===== config.mk =====
export PLATFORM = sky130hd
export DESIGN_NAME = flagwt_ctrl
export DESIGN_NICKNAME = d
export VERILOG_FILES = /design/src/rtl/flagwt_pkg.sv /design/src/rtl/flagwt_decode.sv /design/src/rtl/flagwt_selbank.sv /design/src/rtl/flagwt_issue.sv /design/src/rtl/flagwt_ctrl.sv
export SDC_FILE = /design/constraint.sdc
export NUM_CORES = 1
export LEC_CHECK = 0
export BUFFER_PORTS_ARGS = -buffer_cell sky130_fd_sc_hd__buf_2
export CAP_MARGIN = 20
export CORE_MARGIN = 5
export CORE_UTILIZATION = 30
export DETAILED_ROUTE_END_ITERATION = 16
export GPL_ROUTABILITY_DRIVEN = 0
export PLACE_DENSITY = 0.68
export SYNTH_ARGS = -nofsm -noshare
export SYNTH_HDL_FRONTEND = slang
export SYNTH_HIERARCHICAL = 1
export SYNTH_SLANG_ARGS = --single-unit

===== constraint.sdc =====
create_clock -name clk -period 2.4 [get_ports clk]
set_input_delay 0.24 -clock clk [delete_from_list [all_inputs] [get_ports clk]]
set_output_delay 0.24 -clock clk [all_outputs]
set_load 0.05 [all_outputs]

===== src/rtl/flagwt_pkg.sv =====
package flagwt_pkg;

   typedef enum logic [1:0] {
      HIT_NONE  = 2'd0,
      HIT_SEL   = 2'd1,
      HIT_DPORT = 2'd2,
      HIT_BUSY  = 2'd3
   } fw_hit_e;

endpackage


===== src/rtl/flagwt_decode.sv =====
module flagwt_decode
   import flagwt_pkg::*;
#(
   parameter int SPACE_W     = 8,
   parameter int OFF_W       = 8,
   parameter int NUM_PORTS   = 2,
   parameter int PORT_W      = 1,
   parameter int SPACE_CODE  = 'h6F,
   parameter int SEL_BASE    = 'h80,
   parameter int DPORT_BASE  = 'h00,
   parameter int PORT_STRIDE = 8,
   parameter int BUSY_OFF    = 'hC0
) (
   input  logic [SPACE_W-1:0] space_i,
   input  logic [OFF_W-1:0]   off_i,
   output fw_hit_e            hit_o,
   output logic [PORT_W-1:0]  port_o
);

   localparam logic [SPACE_W-1:0] SPACE_V = SPACE_W'(SPACE_CODE);
   localparam logic [OFF_W-1:0]   BUSY_V  = OFF_W'(BUSY_OFF);

   logic [NUM_PORTS-1:0] sel_m;
   logic [NUM_PORTS-1:0] dp_m;

   for (genvar p = 0; p < NUM_PORTS; p++) begin : g_match
      assign sel_m[p] = (off_i == OFF_W'(SEL_BASE + p * PORT_STRIDE));
      assign dp_m[p]  = (off_i == OFF_W'(DPORT_BASE + p * PORT_STRIDE));
   end

   always_comb begin
      hit_o  = HIT_NONE;
      port_o = '0;
      if (space_i == SPACE_V) begin
         if (off_i == BUSY_V) begin
            hit_o = HIT_BUSY;
         end
         for (int p = 0; p < NUM_PORTS; p++) begin
            if (sel_m[p]) begin
               hit_o  = HIT_SEL;
               port_o = PORT_W'(p);
            end
            if (dp_m[p]) begin
               hit_o  = HIT_DPORT;
               port_o = PORT_W'(p);
            end
         end
      end
   end

endmodule


===== src/rtl/flagwt_selbank.sv =====
module flagwt_selbank #(
   parameter int NUM_PORTS = 2,
   parameter int PORT_W    = 1,
   parameter int DATA_W    = 64,
   parameter int BANK_W    = 1,
   parameter int IDX_W     = 6
) (
   input  logic                                 clk,
   input  logic                                 rst_n,
   input  logic                                 wr_en_i,
   input  logic [PORT_W-1:0]                    wr_port_i,
   input  logic [DATA_W-1:0]                    wdata_i,
   input  logic [PORT_W-1:0]                    rd_port_i,
   input  logic                                 busy_i,
   output logic [NUM_PORTS-1:0]                 vld_o,
   output logic [NUM_PORTS-1:0][BANK_W-1:0]     bank_o,
   output logic [NUM_PORTS-1:0][IDX_W-1:0]      idx_o,
   output logic [DATA_W-1:0]                    rd_word_o
);

   localparam int VLD_POS  = DATA_W - 1;
   localparam int BANK_POS = IDX_W;

   logic [NUM_PORTS-1:0]             vld_q;
   logic [NUM_PORTS-1:0][BANK_W-1:0] bank_q;
   logic [NUM_PORTS-1:0][IDX_W-1:0]  idx_q;

   for (genvar p = 0; p < NUM_PORTS; p++) begin : g_sel
      logic hit;
      assign hit = wr_en_i && (wr_port_i == PORT_W'(p));
      always_ff @(posedge clk) begin
         if (!rst_n) begin
            vld_q[p]  <= 1'b0;
            bank_q[p] <= '0;
            idx_q[p]  <= '0;
         end else if (hit) begin
            vld_q[p]  <= wdata_i[VLD_POS];
            bank_q[p] <= wdata_i[BANK_POS +: BANK_W];
            idx_q[p]  <= wdata_i[IDX_W-1:0];
         end
      end
   end

   always_comb begin
      rd_word_o                     = '0;
      rd_word_o[VLD_POS]            = vld_q[rd_port_i];
      rd_word_o[BANK_POS +: BANK_W] = bank_q[rd_port_i];
      rd_word_o[IDX_W-1:0]          = idx_q[rd_port_i];
   end

   assign vld_o  = vld_q;
   assign bank_o = bank_q;
   assign idx_o  = idx_q;

   // selectors frozen while an update is outstanding
   a_r7_sel_frozen: assert property (@(posedge clk) disable iff (!rst_n)
      busy_i |=> ($stable(vld_q) && $stable(bank_q) && $stable(idx_q)));

   // an enabled write captures the valid flag of the word
   a_r2_sel_capture: assert property (@(posedge clk) disable iff (!rst_n)
      wr_en_i |=> (vld_o[$past(wr_port_i)] == $past(wdata_i[VLD_POS])));

endmodule


===== src/rtl/flagwt_issue.sv =====
module flagwt_issue #(
   parameter int NUM_PORTS = 2,
   parameter int PORT_W    = 1,
   parameter int BANK_W    = 1,
   parameter int IDX_W     = 6
) (
   input  logic                             clk,
   input  logic                             rst_n,
   input  logic                             dp_wr_i,
   input  logic [PORT_W-1:0]                dp_port_i,
   input  logic                             wbit_i,
   input  logic [NUM_PORTS-1:0]             sel_vld_i,
   input  logic [NUM_PORTS-1:0][BANK_W-1:0] sel_bank_i,
   input  logic [NUM_PORTS-1:0][IDX_W-1:0]  sel_idx_i,
   input  logic                             rq_ready_i,
   input  logic                             rq_done_i,
   output logic                             busy_o,
   output logic                             rq_valid_o,
   output logic [BANK_W-1:0]                rq_bank_o,
   output logic [IDX_W-1:0]                 rq_index_o,
   output logic                             rq_value_o
);

   logic busy_q;
   logic rqv_q;
   logic accept;
   logic taken;
   logic finish;

   assign accept = dp_wr_i && !busy_q && sel_vld_i[dp_port_i];
   assign taken  = rqv_q && rq_ready_i;
   assign finish = busy_q && !rqv_q && rq_done_i;

   always_ff @(posedge clk) begin
      if (!rst_n) begin
         busy_q     <= 1'b0;
         rqv_q      <= 1'b0;
         rq_bank_o  <= '0;
         rq_index_o <= '0;
         rq_value_o <= 1'b0;
      end else if (accept) begin
         busy_q     <= 1'b1;
         rqv_q      <= 1'b1;
         rq_bank_o  <= sel_bank_i[dp_port_i];
         rq_index_o <= sel_idx_i[dp_port_i];
         rq_value_o <= wbit_i;
      end else begin
         if (taken) begin
            rqv_q <= 1'b0;
         end
         if (finish) begin
            busy_q <= 1'b0;
         end
      end
   end

   assign busy_o     = busy_q;
   assign rq_valid_o = rqv_q;

   // request fields hold until taken
   a_r5_req_hold: assert property (@(posedge clk) disable iff (!rst_n)
      (rq_valid_o && !rq_ready_i) |=> (rq_valid_o && $stable(rq_bank_o)
                                       && $stable(rq_index_o) && $stable(rq_value_o)));

   // a pending request always has busy set
   a_r3_req_busy: assert property (@(posedge clk) disable iff (!rst_n)
      rq_valid_o |-> busy_o);

   // busy only falls on a completion pulse
   a_r6_busy_hold: assert property (@(posedge clk) disable iff (!rst_n)
      (busy_o && !rq_done_i) |=> busy_o);

   // no second request while an update is outstanding
   a_r7_no_reissue: assert property (@(posedge clk) disable iff (!rst_n)
      (busy_o && !rq_valid_o) |=> !rq_valid_o);

endmodule


===== src/rtl/flagwt_ctrl.sv =====
module flagwt_ctrl
   import flagwt_pkg::*;
#(
   parameter int DATA_W      = 64,
   parameter int SPACE_W     = 8,
   parameter int OFF_W       = 8,
   parameter int NUM_PORTS   = 2,
   parameter int BANK_W      = 1,
   parameter int IDX_W       = 6,
   parameter int SPACE_CODE  = 'h6F,
   parameter int SEL_BASE    = 'h80,
   parameter int DPORT_BASE  = 'h00,
   parameter int PORT_STRIDE = 8,
   parameter int BUSY_OFF    = 'hC0
) (
   input  logic               clk,
   input  logic               rst_n,
   input  logic               cpu_wr,
   input  logic               cpu_rd,
   input  logic [SPACE_W-1:0] cpu_space,
   input  logic [OFF_W-1:0]   cpu_off,
   input  logic [DATA_W-1:0]  cpu_wdata,
   output logic [DATA_W-1:0]  cpu_rdata,
   output logic               rq_valid,
   input  logic               rq_ready,
   output logic [BANK_W-1:0]  rq_bank,
   output logic [IDX_W-1:0]   rq_index,
   output logic               rq_value,
   input  logic               rq_done
);

   localparam int PORT_W   = (NUM_PORTS > 1) ? $clog2(NUM_PORTS) : 1;
   localparam int SPAN     = NUM_PORTS * PORT_STRIDE;
   localparam int SEL_END  = SEL_BASE + SPAN;
   localparam int DP_END   = DPORT_BASE + SPAN;

   if (NUM_PORTS < 1) begin : g_chk_ports
      $error("flagwt_ctrl: NUM_PORTS must be at least 1");
   end
   if (IDX_W + BANK_W >= DATA_W - 1) begin : g_chk_fields
      $error("flagwt_ctrl: selector fields overlap the valid flag");
   end
   if (SEL_END > (1 << OFF_W) || DP_END > (1 << OFF_W)) begin : g_chk_range
      $error("flagwt_ctrl: register window exceeds offset width");
   end
   if (!(SEL_END <= DPORT_BASE || DP_END <= SEL_BASE)) begin : g_chk_overlap
      $error("flagwt_ctrl: selector and data-port windows overlap");
   end
   if ((BUSY_OFF >= SEL_BASE && BUSY_OFF < SEL_END) ||
       (BUSY_OFF >= DPORT_BASE && BUSY_OFF < DP_END)) begin : g_chk_busy
      $error("flagwt_ctrl: busy offset collides with a port window");
   end

   fw_hit_e                          hit;
   logic [PORT_W-1:0]                port;
   logic                             busy;
   logic [NUM_PORTS-1:0]             sel_vld;
   logic [NUM_PORTS-1:0][BANK_W-1:0] sel_bank;
   logic [NUM_PORTS-1:0][IDX_W-1:0]  sel_idx;
   logic [DATA_W-1:0]                sel_word;
   logic                             sel_wr_en;
   logic                             dp_wr;

   flagwt_decode #(
      .SPACE_W    (SPACE_W),
      .OFF_W      (OFF_W),
      .NUM_PORTS  (NUM_PORTS),
      .PORT_W     (PORT_W),
      .SPACE_CODE (SPACE_CODE),
      .SEL_BASE   (SEL_BASE),
      .DPORT_BASE (DPORT_BASE),
      .PORT_STRIDE(PORT_STRIDE),
      .BUSY_OFF   (BUSY_OFF)
   ) u_decode (
      .space_i(cpu_space),
      .off_i  (cpu_off),
      .hit_o  (hit),
      .port_o (port)
   );

   assign sel_wr_en = cpu_wr && (hit == HIT_SEL) && !busy;
   assign dp_wr     = cpu_wr && (hit == HIT_DPORT);

   flagwt_selbank #(
      .NUM_PORTS(NUM_PORTS),
      .PORT_W   (PORT_W),
      .DATA_W   (DATA_W),
      .BANK_W   (BANK_W),
      .IDX_W    (IDX_W)
   ) u_selbank (
      .clk      (clk),
      .rst_n    (rst_n),
      .wr_en_i  (sel_wr_en),
      .wr_port_i(port),
      .wdata_i  (cpu_wdata),
      .rd_port_i(port),
      .busy_i   (busy),
      .vld_o    (sel_vld),
      .bank_o   (sel_bank),
      .idx_o    (sel_idx),
      .rd_word_o(sel_word)
   );

   flagwt_issue #(
      .NUM_PORTS(NUM_PORTS),
      .PORT_W   (PORT_W),
      .BANK_W   (BANK_W),
      .IDX_W    (IDX_W)
   ) u_issue (
      .clk       (clk),
      .rst_n     (rst_n),
      .dp_wr_i   (dp_wr),
      .dp_port_i (port),
      .wbit_i    (cpu_wdata[0]),
      .sel_vld_i (sel_vld),
      .sel_bank_i(sel_bank),
      .sel_idx_i (sel_idx),
      .rq_ready_i(rq_ready),
      .rq_done_i (rq_done),
      .busy_o    (busy),
      .rq_valid_o(rq_valid),
      .rq_bank_o (rq_bank),
      .rq_index_o(rq_index),
      .rq_value_o(rq_value)
   );

   always_comb begin
      cpu_rdata = '0;
      if (cpu_rd) begin
         case (hit)
            HIT_SEL:  cpu_rdata = sel_word;
            HIT_BUSY: cpu_rdata[0] = busy;
            default:  cpu_rdata = '0;
         endcase
      end
   end

   // an invalid selector never produces a request
   a_r4_invalid_drop: assert property (@(posedge clk) disable iff (!rst_n)
      (dp_wr && !busy && !sel_vld[port]) |=> !rq_valid);

   // reads outside the mapped registers return zero
   a_r9_unmapped_zero: assert property (@(posedge clk) disable iff (!rst_n)
      (cpu_rd && (hit == HIT_NONE || hit == HIT_DPORT)) |-> (cpu_rdata == '0));

endmodule


==> results of run 1 <==
==> worst max-delay path, delay by kind of cell <==
kind	cells	cell delay, ns
simple gates	4	1.02
buf+inv	5	0.64
mux	1	0.34
compound gates	1	0.21
==> routing by layer <==
layer / global-route usage [%] / vias up / part of all wire (%)
met4: 2.21 / 0 / 0.45
met1: 9.81 / 724 / 42
met5: 0 / - / 0
met3: 1.06 / 2 / 6.3
met2: 15.8 / 50 / 51
li1: - / 834 / -
==> synthesized netlist by cell type <==
| master | count |
|---|---|
| a21boi_0 | 1 |
| a21oi_1 | 1 |
| and2_1 | 10 |
| and2_4 | 55 |
| and3b_1 | 2 |
| and4_1 | 1 |
| buf_2 | 1 |
| buf_4 | 56 |
| buf_6 | 12 |
| clkbuf_1 | 2 |
| clkbuf_2 | 2 |
| conb_1 | 1 |
| dfxtp_1 | 26 |
| inv_1 | 1 |
| mux2_2 | 8 |
| mux2_4 | 1 |
| mux2i_1 | 25 |
| nand2_1 | 29 |
| nand2b_1 | 1 |
| nand3_1 | 7 |
| nand4_1 | 1 |
| nor2_1 | 6 |
| nor2b_1 | 3 |
| nor3b_1 | 1 |
| nor3b_2 | 1 |
| nor4b_2 | 1 |
| nor4bb_1 | 1 |
| o211a_1 | 7 |
| o21a_1 | 2 |
==> per-stage QoR <==
| step | std cells | hold slack (ns) |
|---|---|---|
| finish | 414 | 0.227 |
| global route | 414 | 0.209 |
| CTS | 405 | 0.219 |
| detailed placement | 401 | 0.452 |
| global placement | 401 | 0.440 |
| floorplan | 320 | 0.382 |
==> repair_timing <==
item                                    CTS  global route
gates resized for setup                   0             4
endpoints found under the setup margin    0             1
setup buffers                             0             8
==> flip-flops by register name (all words and copies together) (netlist names) <==
signal              count
u_issue/busy_o          1
u_issue/rq_bank_o       1
u_issue/rq_index_o      6
u_issue/rq_valid_o      1
u_issue/rq_value_o      1
u_selbank/bank_o        2
u_selbank/idx_o        12
u_selbank/vld_o         2
==> area by class of cell <==
| class | count | area (um2) |
|---|---|---|
| Clock buffer | 4 | 55.1 |
| Fill cell | 839 | 5140 |
| Inverter | 1 | 3.75 |
| Multi-Input combinational cell | 220 | 1480 |
| Sequential cell | 26 | 520 |
| Tap cell | 102 | 128 |
| Timing Repair Buffer | 61 | 392 |
==> final timing paths <==
kind | from | to | slack (ns) | depth (start not counted)
setup / recovery | cpu_off[1] | u_issue/rq_index_o[4] | 0.12 | 11
hold / removal | cpu_wdata[0] | u_issue/rq_value_o | 0.23 | 3
setup reg to reg | u_issue/busy_o | u_selbank/idx_o[9] | 0.89 | 4
hold reg to reg | u_issue/rq_value_o | u_issue/rq_value_o | 0.47 | 2
==> power by group through the flow <==
stage | clock network, uW | logic (uW) | registers, uW
floorplan | 0 | 94.3 | 441
global placement | 0 | 53.4 | 441
detailed placement | 0 | 54.6 | 441
CTS | 288 | 54.8 | 431
global route | 310 | 67.0 | 431
finish | 279 | 56.7 | 431
==> kinds of logic after synthesis <==
logic type | count (synthesis)
AND/OR/NAND/NOR | 119
buffers and inverters | 74
multiplexers | 34
flip-flops | 26
AO/OA/AOI/OAI | 11
other | 1
==> reports/summary.txt, run 1 <==
outcome: finished, final reports clean
final hold viol count: 0
Slew Viols, Final: 0
clk_lat worst skew: 0.26 ns
fin crit period: 2.28 ns
# diodes: 0
Synth Area in XOR/XNOR: 0%
DR vias: 1,610
die width: 98.9 um
clock slew at reported path FFs: 0.09 ns
cells after synthesis: 265
Setup violations, final: 0
largest net degree at the start of global routing: 36
Sequential Power Share: 56.2%
cell at the root of the clock tree: clkbuf_8
clock buffer depth: 2
cell row count: 32
first-pass GRT wire length: 6890 um
total power: 766 uW
Placed Area: 2430 um2
number of global-route vias before repair: 1,487
CTS sink cnt: 26
Sw Share: 21.5%
CP max FO: 10
crit path cell chain: buf_2 > nor4b_2 > nand4_1 > nor3b_4 > buf_4 > clkbuf_16 > buf_4 > buf_4 > mux2_4 > and2_4 > o211a_1
Starting DRT DRC Count: 42
simple-gate share of the synthesized area: 34.3%
most common cell after layout, fill and taps aside: conb_1
setup_tns: 0 ns
Worst setup EP type: flip-flop
Routed wire per std cell: 11.2 um
CTS tree: done
Nets: 399
YS warnings: 6
power density over the cells: 297 nW/um2
Routed WL: 4630 um
Psw: 165 uW
I/O pin count: 159
mux cell area share after synthesis: 15.0%
Area contributors post-synth: dfxtp_1, and2_4, buf_4
Synth Area in Adders: 0%
#FFs+latches synth: 26
H-tree levels: 1
Port Buffers: 46
DP HPWL: 3540 um
P_int: 601 uW
register area share after synthesis: 21.9%
TritonCTS Buffers: 3
Setup WS pre-CTS: 0.101 ns
die area: 9790 um2
required time of the critical path: 2.56 ns
via/cell ratio: 3.89
critical path class: input pin to flip-flop
Worst path slowest cell: nor3b_4
most frequent cells in the layout: conb_1, and2_4, buf_2, nand2_1, dfxtp_1
largest family of logic cells by synthesized area: simple AND/OR/NAND/NOR gates
Final Instance Area: 2580 um2
layout cells sized above 1: 42.3%
Hold Path Class: input pin to flip-flop
final worst slack: 0.117 ns
fin crit share: 95.1%
post-route DRC violation count: 0
first-pass detailed-route iteration total: 4
initial core utilization: 30.7%
cell taking the most area after synthesis: dfxtp_1
GRT Util Overall: 8.36%
Peak VDD IR: 0.254 mV
Post-CTS Hold Buffers: 0
Mapped Area: 2370 um2
fmax: 0.438 GHz
Worst-Margin Slew: 0.569 ns
synthesized area per cell: 8.95 um2
final core utilization: 33.4%
core area: 7730 um2
crit path launch type: input pin
clock share of power: 36.4%
complex-gate fraction of the synthesized area: 4.11%
Die Ht: 98.9 um
Syn-to-layout area delta: 8.86%
Critical Path AT: 2.45 ns
initial antenna violation count: 0
Yosys cell types: 29
Max transition margin: 62.0%
clock skew after layout: 0.00338 ns
CP most frequent cell: buf_4
Detail Route Antenna Nets: 0
max cap viols: 0
max incr delay on CP: 0.34 ns
top cell type's share of synthesized area: 21.9%
logic gate share of total power: 7.4%
static leakage: 0.00131 uW
Overflow after GRT: 0
No activity file was read; power rests on OpenSTA's default activity.
==> run 2, diff against run 1 <==
Settings changed: CELL_PAD_IN_SITES_DETAIL_PLACEMENT set to 0, CELL_PAD_IN_SITES_GLOBAL_PLACEMENT set to 1, CORE_UTILIZATION 30 to 29, PLACE_DENSITY 0.68 to 0.87, RECOVER_POWER set to 50.
==> run 2 against run 1 <==
  * Count of clock-buffer cells in the layout decreased by 1
  * Clock skew is 0.0043 ns higher
  * Worst hold slack improved by 0.0059 ns
  * Core utilization down 2.6 points
  * Setup slack better by 0.053 ns
  * Routed wire length fell by 9.0%
  * Sequential power about the same
  * Die area rose by 3.1%
  * Combinational power shrank 2%
  * Global-route usage fell by 0.66 points
  * Clock power up 27%
==> reports/summary.txt, run 2 (synthesized netlist as in run 1, its figures left out) <==
die width: 100 um
clk_lat worst skew: 0.27 ns
Placed Area: 2440 um2
DP HPWL: 3520 um
# diodes: 0
setup_tns: 0 ns
via/cell ratio: 3.79
required time of the critical path: 2.16 ns
Routed WL: 4210 um
fmax: 0.448 GHz
most frequent cells in the layout: conb_1, and2_4, buf_2, nand2_1, dfxtp_1
initial antenna violation count: 0
crit path cell chain: clkbuf_1 > nor4b_2 > nand4_1 > nor3b_2 > buf_12 > mux2_2 > and2_4 > buf_2
I/O pin count: 159
first-pass detailed-route iteration total: 7
initial core utilization: 29.3%
clock skew after layout: 0.00772 ns
register area: 520 um2
DR vias: 1,552
Worst setup EP type: output pin
Starting DRT DRC Count: 17
post-route DRC violation count: 0
core area: 8090 um2
static leakage: 0.00122 uW
final hold slack: 0.233 ns
Port Buffers: 46
RSZ-0062 raised after global routing: no
die area: 10,100 um2
Critical Path AT: 1.99 ns
layout cells sized above 1: 36.8%
H-tree levels: 1
most common cell after layout, fill and taps aside: conb_1
GRT Util Overall: 7.71%
# resized after CTS: 0
Detail Route Antenna Nets: 0
fin crit period: 2.23 ns
crit-path leading delay family: simple AND/OR/NAND/NOR gates
Max transition margin: 59.7%
outcome: finished, final reports clean
setup repair bufs after CTS: 0
clock buffer depth: 2
CTS tree: done
Syn-to-layout area delta: 5.06%
number of global-route vias before repair: 1,435
Post-CTS Hold Buffers: 0
Worst path slowest cell: mux2_2
CTS sink cnt: 26
cell row count: 33
Worst-Margin Slew: 0.608 ns
final core utilization: 30.8%
critical path class: input pin to output pin
power density over the cells: 337 nW/um2
number of flip-flops in the largest register: 12
final non-filler cell total: 409
Peak VDD IR: 0.197 mV
Bufs and invs on worst path: 3
first-pass GRT wire length: 6470 um
Final Instance Area: 2490 um2
area of the multi-input gates: 1470 um2
max cap viols: 0
cell at the root of the clock tree: clkbuf_8
Routed wire per std cell: 10.3 um
crit path launch type: input pin
fin crit share: 92.9%
final hold viol count: 0
Placed Instances: 405
Die Ht: 100 um
Setup violations, final: 0
Nets: 391
# fillers: 864
max incr delay on CP: 0.35 ns
CP max FO: 17
Overflow after GRT: 0
Hold Path Class: input pin to flip-flop
clock slew at reported path FFs: 0.09 ns
TritonCTS Buffers: 3
Slew Viols, Final: 0
largest net degree at the start of global routing: 36
==> run 2: worst paths after layout <==
| kind | startpoint | end | slack [ns] | depth (start not counted) |
|---|---|---|---|---|
| setup reg to reg | u_issue/busy_o | u_selbank/vld_o[1] | 0.86 | 4 |
| hold / removal | cpu_wdata[0] | u_issue/rq_value_o | 0.23 | 3 |
| hold reg to reg | u_issue/rq_value_o | u_issue/rq_value_o | 0.47 | 2 |
| setup / recovery | cpu_off[1] | cpu_rdata[4] | 0.17 | 8 |
==> run 2: layout make-up <==
type                       instances  area share [%]
tap                              105            5.27
clock buffer                       3            1.66
multi-input combinational        220            59.1
inverter                           1           0.151
sequential                        26            20.9
clock inverter                     1            1.20
timing repair buffer              53            11.7
==> run 2: per-layer routing <==
layer  vias up  global-route usage (%)  share of wire (%)
li1        815                       -                  -
met1       679                    8.94                 42
met2        56                    14.4                 50
met3         2                    1.74                8.2
met4         0                    1.55               0.28
met5         -                       0                  0
==> run 2: per-stage QoR <==
stage,power (uW),setup slack (ns)
2_1_floorplan,535,0.124
3_3_place_gp,495,0.117
3_5_place_dp,496,0.131
4_1_cts,851,0.121
5_1_grt,879,0.0376
6_report,840,0.170
==> run 2: power by group <==
| part | switching [uW] | total, uW | internal, uW | leakage (uW) |
|---|---|---|---|---|
| sequential | 0.00210 | 431 | 431 | 0.000209 |
| combinational | 32.6 | 55.8 | 23.2 | 0.000971 |
| clock | 131 | 354 | 223 | 0.0000357 |
| total | 164 | 840 | 677 | 0.00122 |
==> run 2: worst register-to-register path: stages (launching register included) <==
cell and delay [ns]:
dfxtp_1 0.34, nor4bb_1 0.45, and2_0 0.32, buf_12 0.17, mux2i_1 0.19
